===== src/rtl/rft_pkg.sv =====
package rft_pkg;
   typedef enum logic {PH_COLLECT = 1'b0, PH_REPORT = 1'b1} phase_e;
endpackage


===== src/rtl/rft_range_check.sv =====
module rft_range_check #(
   parameter int ADDR_W = 32
) (
   input  logic              clk,
   input  logic              rst_n,
   input  logic              req_valid,
   input  logic [ADDR_W-1:0] req_addr,
   input  logic [ADDR_W-1:0] dram_base,
   input  logic [ADDR_W-1:0] dram_limit,
   output logic              far_now,
   output logic              far_pulse,
   output logic [ADDR_W-1:0] fwd_addr
);
   assign far_now = req_valid && ((req_addr < dram_base) || (req_addr > dram_limit));

   always_ff @(posedge clk or negedge rst_n) begin
      if (!rst_n) begin
         far_pulse <= 1'b0;
         fwd_addr  <= '0;
      end else begin
         far_pulse <= far_now;
         if (far_now) fwd_addr <= req_addr;
      end
   end
endmodule


===== src/rtl/rft_epoch_timer.sv =====
module rft_epoch_timer #(
   parameter int EPOCH = 10000
) (
   input  logic clk,
   input  logic rst_n,
   output logic open_now,
   output logic win_open
);
   localparam int CW = $clog2(EPOCH);
   localparam logic [CW-1:0] LAST = CW'(EPOCH - 1);

   logic [CW-1:0] cnt_q;

   assign open_now = (cnt_q == LAST);

   always_ff @(posedge clk or negedge rst_n) begin
      if (!rst_n) begin
         cnt_q    <= '0;
         win_open <= 1'b0;
      end else begin
         cnt_q    <= open_now ? '0 : cnt_q + 1'b1;
         win_open <= open_now;
      end
   end
endmodule


===== src/rtl/rft_page_table.sv =====
module rft_page_table #(
   parameter int ENTRIES = 16,
   parameter int PAGE_W  = 20,
   parameter int CNT_W   = 8
) (
   input  logic              clk,
   input  logic              rst_n,
   input  logic              fault,
   input  logic [PAGE_W-1:0] page,
   input  logic              snap,
   output logic              snap_val [ENTRIES],
   output logic [PAGE_W-1:0] snap_tag [ENTRIES],
   output logic [CNT_W-1:0]  snap_cnt [ENTRIES]
);
   localparam int IW = $clog2(ENTRIES);
   localparam logic [CNT_W-1:0] CMAX = {CNT_W{1'b1}};

   logic              val_q [ENTRIES];
   logic [PAGE_W-1:0] tag_q [ENTRIES];
   logic [CNT_W-1:0]  cnt_q [ENTRIES];

   logic              eff_val [ENTRIES];
   logic [ENTRIES-1:0] hit;
   logic              any_hit, any_free;
   logic [IW-1:0]     hit_idx, free_idx, vic_idx, tgt_idx;
   logic [CNT_W-1:0]  best;

   // a window edge empties the table before the same-cycle fault lands
   for (genvar i = 0; i < ENTRIES; i++) begin : g_ent
      assign eff_val[i] = val_q[i] && !snap;
      assign hit[i]     = eff_val[i] && (tag_q[i] == page);
   end

   assign any_hit = |hit;

   always_comb begin
      hit_idx  = '0;
      free_idx = '0;
      any_free = 1'b0;
      for (int i = ENTRIES - 1; i >= 0; i--) begin
         if (hit[i]) hit_idx = IW'(i);
         if (!eff_val[i]) begin
            free_idx = IW'(i);
            any_free = 1'b1;
         end
      end
   end

   always_comb begin
      vic_idx = '0;
      best    = cnt_q[0];
      for (int i = 1; i < ENTRIES; i++) begin
         if (cnt_q[i] < best) begin
            best    = cnt_q[i];
            vic_idx = IW'(i);
         end
      end
   end

   assign tgt_idx = any_hit ? hit_idx : (any_free ? free_idx : vic_idx);

   always_ff @(posedge clk or negedge rst_n) begin
      if (!rst_n) begin
         for (int i = 0; i < ENTRIES; i++) begin
            val_q[i]    <= 1'b0;
            tag_q[i]    <= '0;
            cnt_q[i]    <= '0;
            snap_val[i] <= 1'b0;
            snap_tag[i] <= '0;
            snap_cnt[i] <= '0;
         end
      end else begin
         if (snap) begin
            for (int i = 0; i < ENTRIES; i++) begin
               snap_val[i] <= val_q[i];
               snap_tag[i] <= tag_q[i];
               snap_cnt[i] <= cnt_q[i];
               val_q[i]    <= 1'b0;
               cnt_q[i]    <= '0;
            end
         end
         if (fault) begin
            val_q[tgt_idx] <= 1'b1;
            tag_q[tgt_idx] <= page;
            if (any_hit)
               cnt_q[tgt_idx] <= (cnt_q[tgt_idx] == CMAX) ? CMAX : cnt_q[tgt_idx] + 1'b1;
            else
               cnt_q[tgt_idx] <= CNT_W'(1);
         end
      end
   end
endmodule


===== src/rtl/rft_report_scan.sv =====
module rft_report_scan
   import rft_pkg::*;
#(
   parameter int ENTRIES = 16,
   parameter int PAGE_W  = 20,
   parameter int CNT_W   = 8
) (
   input  logic              clk,
   input  logic              rst_n,
   input  logic              snap,
   input  logic              snap_val [ENTRIES],
   input  logic [PAGE_W-1:0] snap_tag [ENTRIES],
   input  logic [CNT_W-1:0]  snap_cnt [ENTRIES],
   input  logic [CNT_W-1:0]  threshold,
   output logic              rpt_valid,
   output logic [PAGE_W-1:0] rpt_page,
   output logic [CNT_W-1:0]  rpt_count,
   output logic              cand_valid
);
   localparam int IW = $clog2(ENTRIES);
   localparam logic [IW-1:0] LAST = IW'(ENTRIES - 1);

   phase_e        phase_q;
   logic [IW-1:0] idx_q;
   logic          beat;

   assign beat = (phase_q == PH_REPORT) && snap_val[idx_q];

   always_ff @(posedge clk or negedge rst_n) begin
      if (!rst_n) begin
         phase_q    <= PH_COLLECT;
         idx_q      <= '0;
         rpt_valid  <= 1'b0;
         rpt_page   <= '0;
         rpt_count  <= '0;
         cand_valid <= 1'b0;
      end else begin
         rpt_valid  <= beat;
         cand_valid <= beat && (snap_cnt[idx_q] >= threshold);
         if (beat) begin
            rpt_page  <= snap_tag[idx_q];
            rpt_count <= snap_cnt[idx_q];
         end
         if (phase_q == PH_REPORT) begin
            idx_q <= idx_q + 1'b1;
            if (idx_q == LAST) phase_q <= PH_COLLECT;
         end
         if (snap) begin
            phase_q <= PH_REPORT;
            idx_q   <= '0;
         end
      end
   end
endmodule


===== src/rtl/rmt_fault_tracker.sv =====
module rmt_fault_tracker #(
   parameter int ADDR_W     = 32,
   parameter int PAGE_SHIFT = 12,
   parameter int ENTRIES    = 16,
   parameter int CNT_W      = 8,
   parameter int EPOCH      = 10000
) (
   input  logic                       clk,
   input  logic                       rst_n,
   input  logic                       req_valid,
   input  logic [ADDR_W-1:0]          req_addr,
   input  logic [ADDR_W-1:0]          dram_base,
   input  logic [ADDR_W-1:0]          dram_limit,
   input  logic [CNT_W-1:0]           threshold,
   output logic                       far_pulse,
   output logic [ADDR_W-1:0]          fwd_addr,
   output logic                       win_open,
   output logic                       rpt_valid,
   output logic [ADDR_W-PAGE_SHIFT-1:0] rpt_page,
   output logic [CNT_W-1:0]           rpt_count,
   output logic                       cand_valid
);
   localparam int PAGE_W = ADDR_W - PAGE_SHIFT;

   if (PAGE_SHIFT < 1 || PAGE_SHIFT >= ADDR_W) begin : g_bad_shift
      $error("PAGE_SHIFT must lie inside the address width");
   end
   if (ENTRIES < 2) begin : g_bad_entries
      $error("ENTRIES must be at least 2");
   end
   if (CNT_W < 1) begin : g_bad_cnt
      $error("CNT_W must be at least 1");
   end
   if (EPOCH <= ENTRIES + 1) begin : g_bad_epoch
      $error("EPOCH must exceed the report walk length");
   end

   logic              far_now, open_now;
   logic              s_val [ENTRIES];
   logic [PAGE_W-1:0] s_tag [ENTRIES];
   logic [CNT_W-1:0]  s_cnt [ENTRIES];

   rft_range_check #(.ADDR_W(ADDR_W)) u_range (
      .clk(clk), .rst_n(rst_n), .req_valid(req_valid), .req_addr(req_addr),
      .dram_base(dram_base), .dram_limit(dram_limit),
      .far_now(far_now), .far_pulse(far_pulse), .fwd_addr(fwd_addr)
   );

   rft_epoch_timer #(.EPOCH(EPOCH)) u_timer (
      .clk(clk), .rst_n(rst_n), .open_now(open_now), .win_open(win_open)
   );

   rft_page_table #(.ENTRIES(ENTRIES), .PAGE_W(PAGE_W), .CNT_W(CNT_W)) u_table (
      .clk(clk), .rst_n(rst_n), .fault(far_now),
      .page(req_addr[ADDR_W-1:PAGE_SHIFT]), .snap(open_now),
      .snap_val(s_val), .snap_tag(s_tag), .snap_cnt(s_cnt)
   );

   rft_report_scan #(.ENTRIES(ENTRIES), .PAGE_W(PAGE_W), .CNT_W(CNT_W)) u_scan (
      .clk(clk), .rst_n(rst_n), .snap(open_now),
      .snap_val(s_val), .snap_tag(s_tag), .snap_cnt(s_cnt), .threshold(threshold),
      .rpt_valid(rpt_valid), .rpt_page(rpt_page), .rpt_count(rpt_count),
      .cand_valid(cand_valid)
   );
endmodule


===== config.mk =====
export PLATFORM = sky130hd
export DESIGN_NAME = rmt_fault_tracker
export DESIGN_NICKNAME = d
export VERILOG_FILES = /design/src/rtl/rft_pkg.sv /design/src/rtl/rft_range_check.sv /design/src/rtl/rft_epoch_timer.sv /design/src/rtl/rft_page_table.sv /design/src/rtl/rft_report_scan.sv /design/src/rtl/rmt_fault_tracker.sv
export SDC_FILE = /design/constraint.sdc
export NUM_CORES = 2
export LEC_CHECK = 0
export ABC_AREA = 1
export BUFFER_PORTS_ARGS = -buffer_cell sky130_fd_sc_hd__buf_2
export CORE_ASPECT_RATIO = 1.1
export CORE_MARGIN = 2
export CORE_UTILIZATION = 30
export CTS_CLUSTER_SIZE = 10
export DETAILED_ROUTE_END_ITERATION = 7
export PLACE_DENSITY_LB_ADDON = 0.2
export SLEW_MARGIN = 10
export SYNTH_ARGS = -nofsm -noshare
export SYNTH_HDL_FRONTEND = slang
export SYNTH_SLANG_ARGS = --single-unit

===== constraint.sdc =====
create_clock -name clk -period 28.1 [get_ports clk]
set_clock_uncertainty 0.15 [all_clocks]
set_input_delay 2.81 -clock clk [delete_from_list [all_inputs] [get_ports clk]]
set_output_delay 2.81 -clock clk [all_outputs]
set_load 0.01 [all_outputs]

==> impl_metrics.py <==
metrics = {
    "worst_setup_path": {
        "crit_path_start_kind": "flop",
        "cp_common_cell": "ha_1",
        "critPathKind": "flop to flop",
        "slowest_stage": "clkinv_1",
        "endpoint_kind": "flop",
        "crit_arrival_ns": 26.24,
        "cp_max_fo": 48,
        "slowest_delay_ns": 0.92,
        "crit_required_ns": 28.60,
    },
    "sta": {
        "setup_ws_ns": 2.36,
        "max_slew.worst_pin.slew_ns": 1.37,
        "rsz0062_at_grt": "false",
        "maxClockFrequency_ghz": 0.0389,
        "tns_ns": 0,
        "slew_violations": 0,
        "fin_crit_ns": 25.74,
        "fin_crit_sh_pct": 91.6,
        "holdWs_ns": 0.307,
        "timing.slew.headroom_pct": 8.77,
        "final-hold-violation-count": 0,
        "finalSetupViolations": 0,
    },
    "synth": {
        "async_flop_share_pct": 100,
        "synth.net_count": 7398,
        "syn_area_sq_mm": 0.0556,
        "ys_seq_area_share_pct": 45.5,
        "synth_cell_types": 66,
        "synthCells": 7136,
        "yosysWarnings": 0,
        "avgSynthCellArea_sq_um": 7.79,
        "synth_ff_type": "dfrtp_1",
        "synth_edf_count": 0,
        "synth_seq_cells": 1011,
    },
    "detailed_routing": {
        "dr.pass1.iters": 7,
        "wl_mm": 227,
        "drcViolationCount": 0,
        "drt_iter0_markers": 5243,
        "wl_per_cell_um": 23.7,
        "avgViaCountPerCell": 5.17,
        "ant_nets": 0,
        "num_vias": 49463,
    },
    "placed_design": {
        "portBuffers": 170,
        "dp_hpwl_mm": 157,
        "post-place-ws_ns": 1.87,
        "gp_congestion": 0.919,
    },
    "die": {
        "fp.dieW_um": 415,
        "ioPinCount": 171,
        "start_util_pct": 30.2,
        "design.die.area_sq_mm": 0.189,
        "rows": 165,
        "coreArea_sq_mm": 0.184,
        "die_y_um": 456,
    },
    "clocking": {
        "path_clk_slew_ns": 0.06,
        "cts_setup_buffers": 0,
        "postCtsHoldBufs": 0,
        "clk_latency_ns": 0.80,
        "clock-root-buffer": "clkbuf_16",
        "cts.path.max_buffers": 3,
        "cts.htree.levels": 3,
        "cts_tree": "done",
        "clkSinkCount": 1011,
        "cts_buffers": 119,
        "ctsResizeCount": 0,
    },
    "flow_run": {
        "maxCapViolCount": 0,
    },
    "global_route": {
        "grt_pass1_wl_mm": 331,
        "grt_use_met2_pct": 37.6,
        "grt_pass1_vias": 47211,
        "busiest_layer": "met2",
        "track_usage_pct": 23.4,
        "gr-total-overflow": 0,
        "antenna_found_initial": 8,
        "met1_usage_pct": 32.2,
        "globalRouteMet3Util_pct": 2.79,
        "grt_max_degree": 214,
    },
    "min_path": {
        "hold_path.class": "flop to flop",
    },
    "layout": {
        "layout_common_cells": "nand2_1, o21ai_0, dfrtp_1, inv_1, nand3_1",
        "drive_gt1_share_pct": 8.38,
        "fin_nets": 7347,
        "area_growth_pct": 11.0,
        "final_common_cell": "nand2_1",
    },
    "status": {
        "outcome": "completed",
    },
}
==> synth_stat cells, types with 5 or more instances <==
| library cell | count | area, sq um |
|---|---|---|
| buf_1 | 46 | 173 |
| o21ai_0 | 1027 | 5140 |
| a41oi_1 | 9 | 78.8 |
| clkbuf_8 | 16 | 220 |
| nand3_1 | 414 | 2070 |
| buf_6 | 19 | 214 |
| nand2_4 | 24 | 270 |
| nor4_1 | 63 | 394 |
| nand3_2 | 5 | 50.1 |
| buf_4 | 9 | 67.6 |
| buf_2 | 11 | 55.1 |
| a31oi_1 | 31 | 194 |
| o22ai_1 | 29 | 181 |
| inv_1 | 641 | 2410 |
| nand4_1 | 75 | 469 |
| a21oi_1 | 123 | 616 |
| buf_12 | 7 | 140 |
| nand2_1 | 1979 | 7430 |
| nor2_4 | 17 | 191 |
| o211ai_1 | 62 | 465 |
| nor2_1 | 405 | 1520 |
| buf_8 | 9 | 135 |
| a211oi_1 | 15 | 113 |
| clkbuf_1 | 308 | 1160 |
| nor3_1 | 67 | 335 |
| o2111ai_1 | 9 | 78.8 |
| o21bai_1 | 15 | 113 |
| nand2_2 | 68 | 425 |
| inv_2 | 25 | 93.8 |
| xnor2_1 | 108 | 946 |
| dfrtp_1 | 1011 | 25300 |
| o21ai_1 | 50 | 250 |
| ha_1 | 155 | 1940 |
| o21ai_2 | 5 | 43.8 |
| nand3b_1 | 8 | 60.1 |
| o21a_1 | 6 | 45.0 |
| clkinv_1 | 9 | 33.8 |
| xor2_1 | 142 | 1240 |
| o221ai_1 | 47 | 412 |
| nor2_2 | 18 | 113 |
| nor3b_1 | 10 | 75.1 |
==> path summary, 6_finish.rpt <==
check / start / endpoint / slack [ns] / cells after the start
max: u_table.cnt_q[119] / u_table.cnt_q[112] / 2.36 / 100
min: u_timer.cnt_q[0] / u_timer.cnt_q[0] / 0.31 / 1
max reg2reg: u_table.cnt_q[119] / u_table.cnt_q[112] / 2.36 / 100
min reg2reg: u_timer.cnt_q[0] / u_timer.cnt_q[0] / 0.31 / 1
max in group asynchronous: rst_n / u_table.snap_cnt[55] / 21.79 / 5
min in group asynchronous: rst_n / u_range.fwd_addr[4] / 1.90 / 1
==> through the flow <==
stage,instance area [sq um],cells,utilization (%)
floorplan,55600,7136,-
global placement,58100,9383,31.6
detailed placement,58100,9383,31.6
CTS,61700,9558,33.5
global route,61700,9560,33.6
finish,61700,9563,33.6
==> state kept, by name (all words and copies together), names as in the netlist <==
name,flops
u_scan.idx_q,4
u_scan.cand_valid,1
u_scan.rpt_count,8
u_timer.cnt_q,14
u_table.snap_val,16
u_scan.rpt_page,20
u_table.snap_tag,320
u_table.val_q,16
u_table.tag_q,320
u_table.cnt_q,128
u_range.fwd_addr,32
u_table.snap_cnt,128
u_scan.rpt_valid,1
u_range.far_pulse,1
u_timer.win_open,1
u_scan.phase_q,1
==> routing by layer <==
layer	up-vias	wire, um
li1	23150	-
met1	24391	101000
met2	1573	103000
met3	347	13100
met4	2	9150
met5	-	14
==> worst max-delay path: cells and delay by family, from the launching register on <==
family / cells / cell delay, ns
flops: 1 / 0.43
simple gates: 37 / 6.48
compound gates: 43 / 12.66
buf+inv: 5 / 1.17
fa+ha+maj: 15 / 4.64
==> final cells by class <==
type,instances,area [sq um]
timing repair buffer,253,1560
inverter,675,2540
clock buffer,158,3270
antenna,3,7.51
multi-input combinational,5025,25700
tap,2421,3030
sequential,1011,25300
clock inverter,17,303
fill,19602,122000
==> kinds of logic after synthesis <==
family / share of synthesized area [%]
simple gates: 24.4
fa+ha+maj: 3.49
compound gates: 14.2
buf+inv: 8.47
flops: 45.5
xor+xnor: 3.94
Power is left out: the tool's default activity adds up to more than one toggle a clock period on the data nets, which glitch-free logic cannot reach.
